`src/rtl/bwh_pkg.sv`:
```
package bwh_pkg;
  typedef enum logic [2:0] {
    ST_IDLE, ST_ADDR, ST_BURST, ST_AWR, ST_HOLD, ST_GAP
  } bwh_state_e;

  // Edge acceptance rule for the shared stall line.
  function automatic logic edge_moves(logic stall_now, logic stall_prev, logic early);
    return !stall_now && (early || !stall_prev);
  endfunction

  // A zero length request runs a single beat.
  function automatic int unsigned beats_of(int unsigned len);
    return (len == 0) ? 1 : len;
  endfunction
endpackage

```
`src/rtl/bwh_wait_interp.sv`:
```
module bwh_wait_interp
  import bwh_pkg::*;
(
  input  logic clk,
  input  logic rst_n,
  input  logic in_burst,
  input  logic early,
  input  logic mem_wait,
  output logic beat,
  output logic stall
);
  logic prev_q;

  always_ff @(posedge clk or negedge rst_n) begin
    if (!rst_n) prev_q <= 1'b0;
    else        prev_q <= in_burst ? mem_wait : 1'b0;
  end

  assign beat  = in_burst && edge_moves(mem_wait, prev_q, early);
  assign stall = in_burst && !beat;
endmodule

```
`src/rtl/bwh_stall_wd.sv`:
```
module bwh_stall_wd #(
  parameter int LIMIT = 64
) (
  input  logic clk,
  input  logic rst_n,
  input  logic stall,
  output logic abort
);
  localparam int CW = $clog2(LIMIT + 1);
  logic [CW-1:0] cnt_q;

  always_ff @(posedge clk or negedge rst_n) begin
    if (!rst_n)     cnt_q <= '0;
    else if (stall) cnt_q <= cnt_q + 1'b1;
    else            cnt_q <= '0;
  end

  assign abort = stall && (cnt_q == CW'(LIMIT - 1));
endmodule

```
`src/rtl/bwh_rd_capture.sv`:
```
module bwh_rd_capture #(
  parameter int DW = 16
) (
  input  logic          clk,
  input  logic          rst_n,
  input  logic          rd_beat,
  input  logic [DW-1:0] dq_in,
  output logic [DW-1:0] rd_data,
  output logic          rd_valid
);
  always_ff @(posedge clk or negedge rst_n) begin
    if (!rst_n) begin
      rd_valid <= 1'b0;
      rd_data  <= '0;
    end else begin
      rd_valid <= rd_beat;
      if (rd_beat) rd_data <= dq_in;
    end
  end
endmodule

```
`src/rtl/burst_wait_host.sv`:
```
module burst_wait_host
  import bwh_pkg::*;
#(
  parameter int AW        = 16,
  parameter int DW        = 16,
  parameter int LENW      = 6,
  parameter int WD_LIMIT  = 64,
  parameter int ASYNC_CYC = 3,
  parameter bit FIXED_LAT = 1'b1,
  parameter bit ADV_HOLD  = 1'b0
) (
  input  logic            clk,
  input  logic            rst_n,
  input  logic            cfg_wait_early,
  input  logic            req_valid,
  output logic            req_ready,
  input  logic            req_write,
  input  logic            req_async,
  input  logic [AW-1:0]   req_addr,
  input  logic [LENW-1:0] req_len,
  input  logic [DW-1:0]   wr_data,
  output logic            wr_take,
  output logic [DW-1:0]   rd_data,
  output logic            rd_valid,
  output logic            err_timeout,
  output logic            mem_ce_n,
  output logic            mem_adv_n,
  output logic            mem_we_n,
  output logic            mem_clk_en,
  output logic [AW-1:0]   mem_addr,
  output logic [DW-1:0]   mem_dq_out,
  output logic            mem_dq_oe,
  input  logic [DW-1:0]   mem_dq_in,
  input  logic            mem_wait
);
  localparam int ACW = (ASYNC_CYC > 1) ? $clog2(ASYNC_CYC) : 1;

  bwh_state_e      state_q;
  logic [AW-1:0]   addr_q;
  logic [LENW-1:0] left_q;
  logic [ACW-1:0]  awc_q;
  logic            wr_q;
  logic            err_q;

  // Named events for the checker.
  logic in_burst, in_async, in_hold, accept;
  logic beat, stall, rd_beat, wr_beat, wd_abort, aw_last, last_beat, burst_done;

  assign in_burst   = (state_q == ST_BURST);
  assign in_async   = (state_q == ST_AWR);
  assign in_hold    = (state_q == ST_HOLD);
  assign req_ready  = (state_q == ST_IDLE) || in_hold;
  assign accept     = req_valid && req_ready;

  bwh_wait_interp u_interp (
    .clk(clk), .rst_n(rst_n), .in_burst(in_burst), .early(cfg_wait_early),
    .mem_wait(mem_wait), .beat(beat), .stall(stall)
  );

  bwh_stall_wd #(.LIMIT(WD_LIMIT)) u_wd (
    .clk(clk), .rst_n(rst_n), .stall(stall), .abort(wd_abort)
  );

  assign rd_beat    = beat && !wr_q;
  assign wr_beat    = beat && wr_q;
  assign aw_last    = in_async && (awc_q == ACW'(ASYNC_CYC - 1));
  assign last_beat  = beat && (left_q == LENW'(1));
  assign burst_done = in_burst && (wd_abort || last_beat);

  bwh_rd_capture #(.DW(DW)) u_cap (
    .clk(clk), .rst_n(rst_n), .rd_beat(rd_beat), .dq_in(mem_dq_in),
    .rd_data(rd_data), .rd_valid(rd_valid)
  );

  always_ff @(posedge clk or negedge rst_n) begin
    if (!rst_n) begin
      state_q <= ST_IDLE;
      addr_q  <= '0;
      left_q  <= '0;
      awc_q   <= '0;
      wr_q    <= 1'b0;
      err_q   <= 1'b0;
    end else begin
      err_q <= wd_abort;
      unique case (state_q)
        ST_IDLE, ST_HOLD: begin
          if (accept) begin
            addr_q <= req_addr;
            left_q <= LENW'(beats_of(int'(req_len)));
            wr_q   <= req_write;
            awc_q  <= '0;
            state_q <= (req_write && req_async) ? ST_AWR : ST_ADDR;
          end else if (in_hold) begin
            state_q <= ST_IDLE;
          end
        end
        ST_ADDR: state_q <= ST_BURST;
        ST_BURST: begin
          if (burst_done)  state_q <= ST_GAP;
          else if (beat)   left_q  <= left_q - 1'b1;
        end
        ST_AWR: begin
          if (aw_last) begin
            awc_q  <= '0;
            addr_q <= addr_q + 1'b1;
            if (left_q == LENW'(1)) state_q <= FIXED_LAT ? ST_HOLD : ST_GAP;
            else                    left_q  <= left_q - 1'b1;
          end else begin
            awc_q <= awc_q + 1'b1;
          end
        end
        ST_GAP:  state_q <= ST_IDLE;
        default: state_q <= ST_IDLE;
      endcase
    end
  end

  assign err_timeout = err_q;
  assign wr_take     = wr_beat || aw_last;
  assign mem_ce_n    = !((state_q == ST_ADDR) || in_burst || in_async || in_hold);
  assign mem_clk_en  = (state_q == ST_ADDR) || in_burst;
  assign mem_adv_n   = !((state_q == ST_ADDR) ||
                         (in_async && (ADV_HOLD || (awc_q == '0))));
  assign mem_we_n    = !(wr_q && ((state_q == ST_ADDR) || in_burst || in_async));
  assign mem_dq_oe   = wr_q && (in_burst || in_async);
  assign mem_dq_out  = wr_data;
  assign mem_addr    = addr_q;
endmodule

```
`config.mk`:
```
export PLATFORM = sky130hd
export DESIGN_NAME = burst_wait_host
export DESIGN_NICKNAME = d
export VERILOG_FILES = /design/src/rtl/bwh_pkg.sv /design/src/rtl/bwh_wait_interp.sv /design/src/rtl/bwh_stall_wd.sv /design/src/rtl/bwh_rd_capture.sv /design/src/rtl/burst_wait_host.sv
export SDC_FILE = /design/constraint.sdc
export NUM_CORES = 1
export LEC_CHECK = 0
export BUFFER_PORTS_ARGS = -buffer_cell sky130_fd_sc_hd__buf_2
export CAP_MARGIN = 10
export CORE_MARGIN = 4
export CORE_UTILIZATION = 44
export DETAILED_ROUTE_END_ITERATION = 8
export HOLD_SLACK_MARGIN = 0.05
export PLACE_DENSITY = 0.85
export SLEW_MARGIN = 40
export SYNTH_ARGS = -nofsm -noshare
export SYNTH_HDL_FRONTEND = slang
export SYNTH_SLANG_ARGS = --single-unit
```
`constraint.sdc`:
```
create_clock -name clk -period 1.8 [get_ports clk]
set_clock_uncertainty 0.05 [all_clocks]
set_input_delay 0.09 -clock clk [delete_from_list [all_inputs] [get_ports clk]]
set_output_delay 0.09 -clock clk [all_outputs]
set_load 0.01 [all_outputs]
```
=== Word level (Yosys, flattened, before mapping) ===
Cells that the tools add are included.

* Add/subtract/negate cells: 4
* Eq/ne operators: 15
* Multiplexer cells: 22
* Reductions and logical operators: 41

{| class="wikitable"
|+ Operator list
! operator !! number
|-
| 2-to-1 mux 6 bit || 6
|-
| 2-to-1 mux 16 bit || 2
|-
| case mux 16 bit (2 select lines) || 1
|-
| case mux 6 bit (3 select lines) || 1
|-
| adder 16 x 1 -> 16 bit (second input constant) || 1
|-
| 2-to-1 mux 3 bit || 5
|-
| logical AND 1 bit || 14
|-
| case mux 3 bit (4 select lines) || 1
|-
| logical OR 1 bit || 9
|-
| inequality test 2 x 1 -> 1 bit (second input constant) || 4
|-
| adder 7 x 1 -> 7 bit (second input constant) || 1
|-
| == test 7 x 6 -> 1 bit (second input constant) || 1
|-
| zero test 1 bit || 7
|-
| 2-to-1 mux 7 bit || 1
|-
| == test 3 x 2 -> 1 bit (second input constant) || 2
|-
| == test 6 x 1 -> 1 bit (second input constant) || 1
|-
| zero test 6 bit || 1
|-
| 2-to-1 mux 2 bit || 3
|-
| inequality test 2 bit (second input constant) || 3
|-
| AND reduction 6 bit || 1
|-
| subtractor 6 x 1 -> 6 bit (second input constant) || 1
|-
| case mux 2 bit (2 select lines) || 1
|-
| AND reduction 2 bit || 2
|-
| AND reduction 4 bit || 1
|-
| other kinds (12) || 12
|}

* Register bits: 54
* Input port bits: 61
* Output and inout port bits: 57
* Word-level logic and storage cells: 92

=== Longest topological paths before layout ===
* Depth in word-level cells: 11
* Mapped depth: 8
* Mapped depth without buffers: 6

=== By module ===
A second synthesis with hierarchy kept.

* Cells, all modules: 312
* Area, all modules: 3174.3 µm²

{| class="wikitable"
|+ Modules (own cells, without submodules)
! module !! instances !! cells an instance !! area an instance (µm²) !! sequential area each (µm²)
|-
| burst_wait_host || 1 || 246 || 2118.3 || 725.7
|-
| bwh_rd_capture || 1 || 35 || 674.4 || 425.4
|-
| bwh_stall_wd || 1 || 26 || 316.6 || 175.2
|-
| bwh_wait_interp || 1 || 5 || 65.1 || 25.0
|}

=== Worst setup path after synthesis ===
Ideal clock, no wire load.

* Kind: reg2reg
* From: register state_q[2]
* To: register u_cap.rd_data[10]
* Library setup time: 0.125 ns
* Data arrival time: 1.787 ns
* Data required time: 1.625 ns
* Path slack: -0.162 ns
* Cell stages (with the launch flop): 8
* Buffers on the path: 3
* Clock period less this slack: 1.962 ns
* Cells stage by stage: dfrtp_1 > buf_6 > nand2b_4 > buf_6 > or4_4 > nor2_8 > buf_12 > mux2_4

* Word-level cells in the longest chain between the ends: 3

{| class="wikitable"
|+ Ends and longest elaborated chain
! element !! line !! RTL
|-
| start, declared || burst_wait_host.sv:38 || <nowiki>bwh_state_e state_q;</nowiki>
|-
| start signal, assigned || burst_wait_host.sv:92 || <nowiki>state_q <= (req_write && req_async) ? ST_AWR : ST_ADDR;</nowiki>
|-
| start signal, assigned || burst_wait_host.sv:106 || <nowiki>if (left_q == LENW'(1)) state_q <= FIXED_LAT ? ST_HOLD : ST_GAP;</nowiki>
|-
| == test 3 x 2 -> 1 bit || burst_wait_host.sv:49 || <nowiki>assign in_burst = (state_q == ST_BURST);</nowiki>
|-
| logical AND 1 bit || bwh_wait_interp.sv:19 || <nowiki>assign beat = in_burst && edge_moves(mem_wait, prev_q, early);</nowiki>
|-
| logical AND 1 bit || burst_wait_host.sv:64 || <nowiki>assign rd_beat = beat && !wr_q;</nowiki>
|-
| via rd_beat || burst_wait_host.sv:47 || <nowiki>logic beat, stall, rd_beat, wr_beat, wd_abort, aw_last, last_beat, burst_done;</nowiki>
|-
| end signal, assigned || bwh_rd_capture.sv:17 || <nowiki>if (rd_beat) rd_data <= dq_in;</nowiki>
|-
| end, declared || bwh_rd_capture.sv:8 || <nowiki>output logic [DW-1:0] rd_data,</nowiki>
|}

The timed path passes the listed nets, and every way through them passes these cells.
A chain may end at the register's enable or synchronous reset.

=== Final worst setup path ===
* From: register state_q[0]
* To: register u_cap.rd_data[0]

* Word-level cells in the longest chain between the ends: 3

{| class="wikitable"
|+ Ends and longest elaborated chain
! element !! line
|-
| == test 3 x 2 -> 1 bit || burst_wait_host.sv:49
|-
| logical AND 1 bit || bwh_wait_interp.sv:19
|-
| logical AND 1 bit || burst_wait_host.sv:64
|}

No other way between the ends.

==> impl_metrics.json <==
{
  "synth-seq-area-share_pct": 45.0,
  "die_w_um": 90.6,
  "routedWlPerCell_um": 15.3,
  "yosysTopAreaCellShare_pct": 45.0,
  "core_um2": 6490,
  "p_total_mw": 6.34,
  "instances_no_fill": 509,
  "synthAdderAreaFrac_pct": 1.67,
  "grt_pass1_vias": 2683,
  "cts_buffers": 5,
  "nets": 496,
  "clock.fmax_mhz": 540,
  "dp.cells": 466,
  "final-hold-violation-count": 0,
  "async_flop_share_pct": 100,
  "clockBufferDepth": 2,
  "cts_tree": "done",
  "die_h_um": 90.6,
  "leakage_nw": 1.85,
  "detail-route-antenna-nets": 0,
  "critPathBufInv": 1,
  "dp_hpwl_um": 5300,
  "antenna_found_initial": 0,
  "clk_pin_slew_ps": 110,
  "row_count": 29,
  "grt_usage_pct": 18.9,
  "netlist_area_um2": 3000,
  "whs_ps": 56.8,
  "cts_root_buffer": "clkbuf_8",
  "final_cell_mix": "buf_2, dfrtp_1, nor2_1",
  "portBuffers": 85,
  "ir_worst_vdd_v": 0.000703,
  "place_ws_ps": -100,
  "syn2layout_area_growth_pct": 33.7,
  "synth_area_leader_cell": "dfrtp_1",
  "slowest_delay_ps": 600,
  "r2r_start": "state_q[0]",
  "synth_xor_area_share_pct": 1.46,
  "crit_path_cell_trace": "or4_4 -> nor2_8 -> buf_12 -> mux2_2",
  "synthFlopType": "dfrtp_1",
  "endpoint_kind": "flip-flop",
  "required_ps": 1950,
  "synth_compound_area_share_pct": 15.9,
  "ys_types": 47,
  "criticalPathCategory": "reg -> reg",
  "vias": 2745,
  "avgSynthCellArea_um2": 9.57,
  "yosysWarnings": 0,
  "violations": "negative setup slack",
  "final_max_slew_viol_count": 0,
  "reg2reg_setup_slack_ps": -50,
  "setup-violations-final": 17,
  "hold_path_class": "in -> reg",
  "synth-edff-count": 0,
  "rsz0062_at_grt": "yes",
  "drt-total-wl_um": 7800,
  "drv_cap": 0,
  "drtPass1Iterations": 4,
  "cp-start-kind": "flip-flop",
  "r2r_end": "u_cap.rd_data[0]",
  "synth_cells": 314,
  "num_antenna_cells": 0,
  "muxShareOfSynthArea_pct": 8.12,
  "avgViaCountPerCell": 5.39,
  "cts_sinks": 54,
  "ff2ff_path_depth": 4,
  "status": "finished, violations left",
  "synth-seq-cells": 54,
  "period_needed_ps": 1850,
  "die_area_um2": 8210,
  "drive_gt1_share_pct": 34.0,
  "holdPathStages": 3,
  "start_util_pct": 46.3,
  "synthTopCellsByArea": "dfrtp_1, nor2_1, mux2_4, a21oi_1, buf_4",
  "crit_slowest_cell": "or4_4",
  "fin_ws_ps": -53.3,
  "grt_pass1_wl_um": 13000,
  "cts.htree.levels": 2,
  "arrival_ps": 2000,
  "timing.final.crit_share_pct": 103,
  "final_common_cell": "buf_2",
  "synth_nets": 379,
  "drtIter0Drc": 133,
  "cp_max_fo": 9,
  "cellPowerDensity_nw_per_um2": 1580,
  "gr-total-overflow": 0,
  "post-route-util_pct": 61.8,
  "min-delay-start": "req_len[1]",
  "hold_path_end": "left_q[1]",
  "clock_latency_ps": 310,
  "synth_top_family_by_area": "simple AND/OR/NAND/NOR gates",
  "pin_count": 118,
  "grt_max_degree": 35,
  "cp_top_family": "simple AND/OR/NAND/NOR gates",
  "maxSlewHeadroom_pct": 65.0,
  "synth-simple-area-share_pct": 19.7,
  "worst_slew_pin_slew_ps": 526,
  "gp_congestion": 0.887,
  "drc": 0
}
where the power goes:
part	internal, mW	leakage, nW	total, mW	switching, mW
clock	0.292	0.0506	0.739	0.446
sequential	1.73	0.651	2.20	0.476
combinational	1.64	1.14	3.40	1.76
total	3.66	1.85	6.34	2.68
cells in the mapped netlist (6+ instances only):
| cell | n |
|---|---|
| mux2_4 | 9 |
| nor2_1 | 37 |
| a21oi_1 | 26 |
| nand2_1 | 26 |
| nor3_1 | 8 |
| buf_4 | 16 |
| nand3_1 | 21 |
| o21ai_0 | 12 |
| buf_2 | 6 |
| o22ai_1 | 12 |
| dfrtp_1 | 54 |
| mux2_2 | 7 |
| inv_1 | 8 |
worst max-delay path by stage:
stage / from / end / slack (ps) / depth (start not counted)
finish: state_q[0] / u_cap.rd_data[0] / -50 / 4
global route: u_interp.prev_q / u_cap.rd_data[0] / -100 / 5
floorplan: state_q[2] / u_cap.rd_data[10] / -160 / 7
CTS: u_interp.prev_q / u_cap.rd_data[0] / -70 / 5
global placement: u_interp.prev_q / u_cap.rd_data[2] / -0.9 / 5
detailed placement: state_q[1] / mem_addr[8] / -100 / 4
worst min-delay path, delay by kind of cell:
kind            cells  cell delay (ps)
compound gates      2              190
buf+inv             1               90
cells by family (layout without fill, tap and decap cells):
logic type	Yosys count	after routing
and+or+nand+nor	120	120
muxes	19	19
adders and majority gates	4	4
xor gates and xnor gates	5	5
DFF	54	54
buffers and inverters	37	155
AOI/OAI and AO/OA	75	75
metal layers:
metal  global-route usage (%)  routed length, um  vias to the layer above
li1                         -                  -                     1347
met2                     33.0               4000                      106
met4                     5.10                 74                        0
met5                        0                  0                        -
met3                     3.92                459                        7
met1                     23.7               3270                     1285
repair_timing:
action                     CTS  global route
hold buffers                31             0
resized for setup            7             9
hold endpoints to repair    52             0
setup endpoints to repair   32            31
setup buffers                2             1
gates cloned                 1             0
pin swaps                    0             1
flip-flops by register name, indices dropped and copies added (netlist names):
register         cells
left_q               6
u_wd.cnt_q           7
u_interp.prev_q      1
err_timeout          1
state_q              3
awc_q                2
mem_addr            16
u_cap.rd_valid       1
wr_q                 1
u_cap.rd_data       16
area by class of cell:
type,instances,area (um^2)
fill,529,2480
inverter,8,30.0
sequential,54,1350
timing repair buffer,139,986
tap,77,96.3
multi-input combinational,223,1450
clock inverter,3,28.8
clock buffer,5,68.8
through the flow:
stage | setup TNS [ps] | instance area, um^2
floorplan | -1880 | 3000
global placement | -3.00 | 3490
detailed placement | -888 | 3490
CTS | -654 | 3970
global route | -1220 | 4020
finish | -376 | 4020
(Power assumes the default switching activity.)
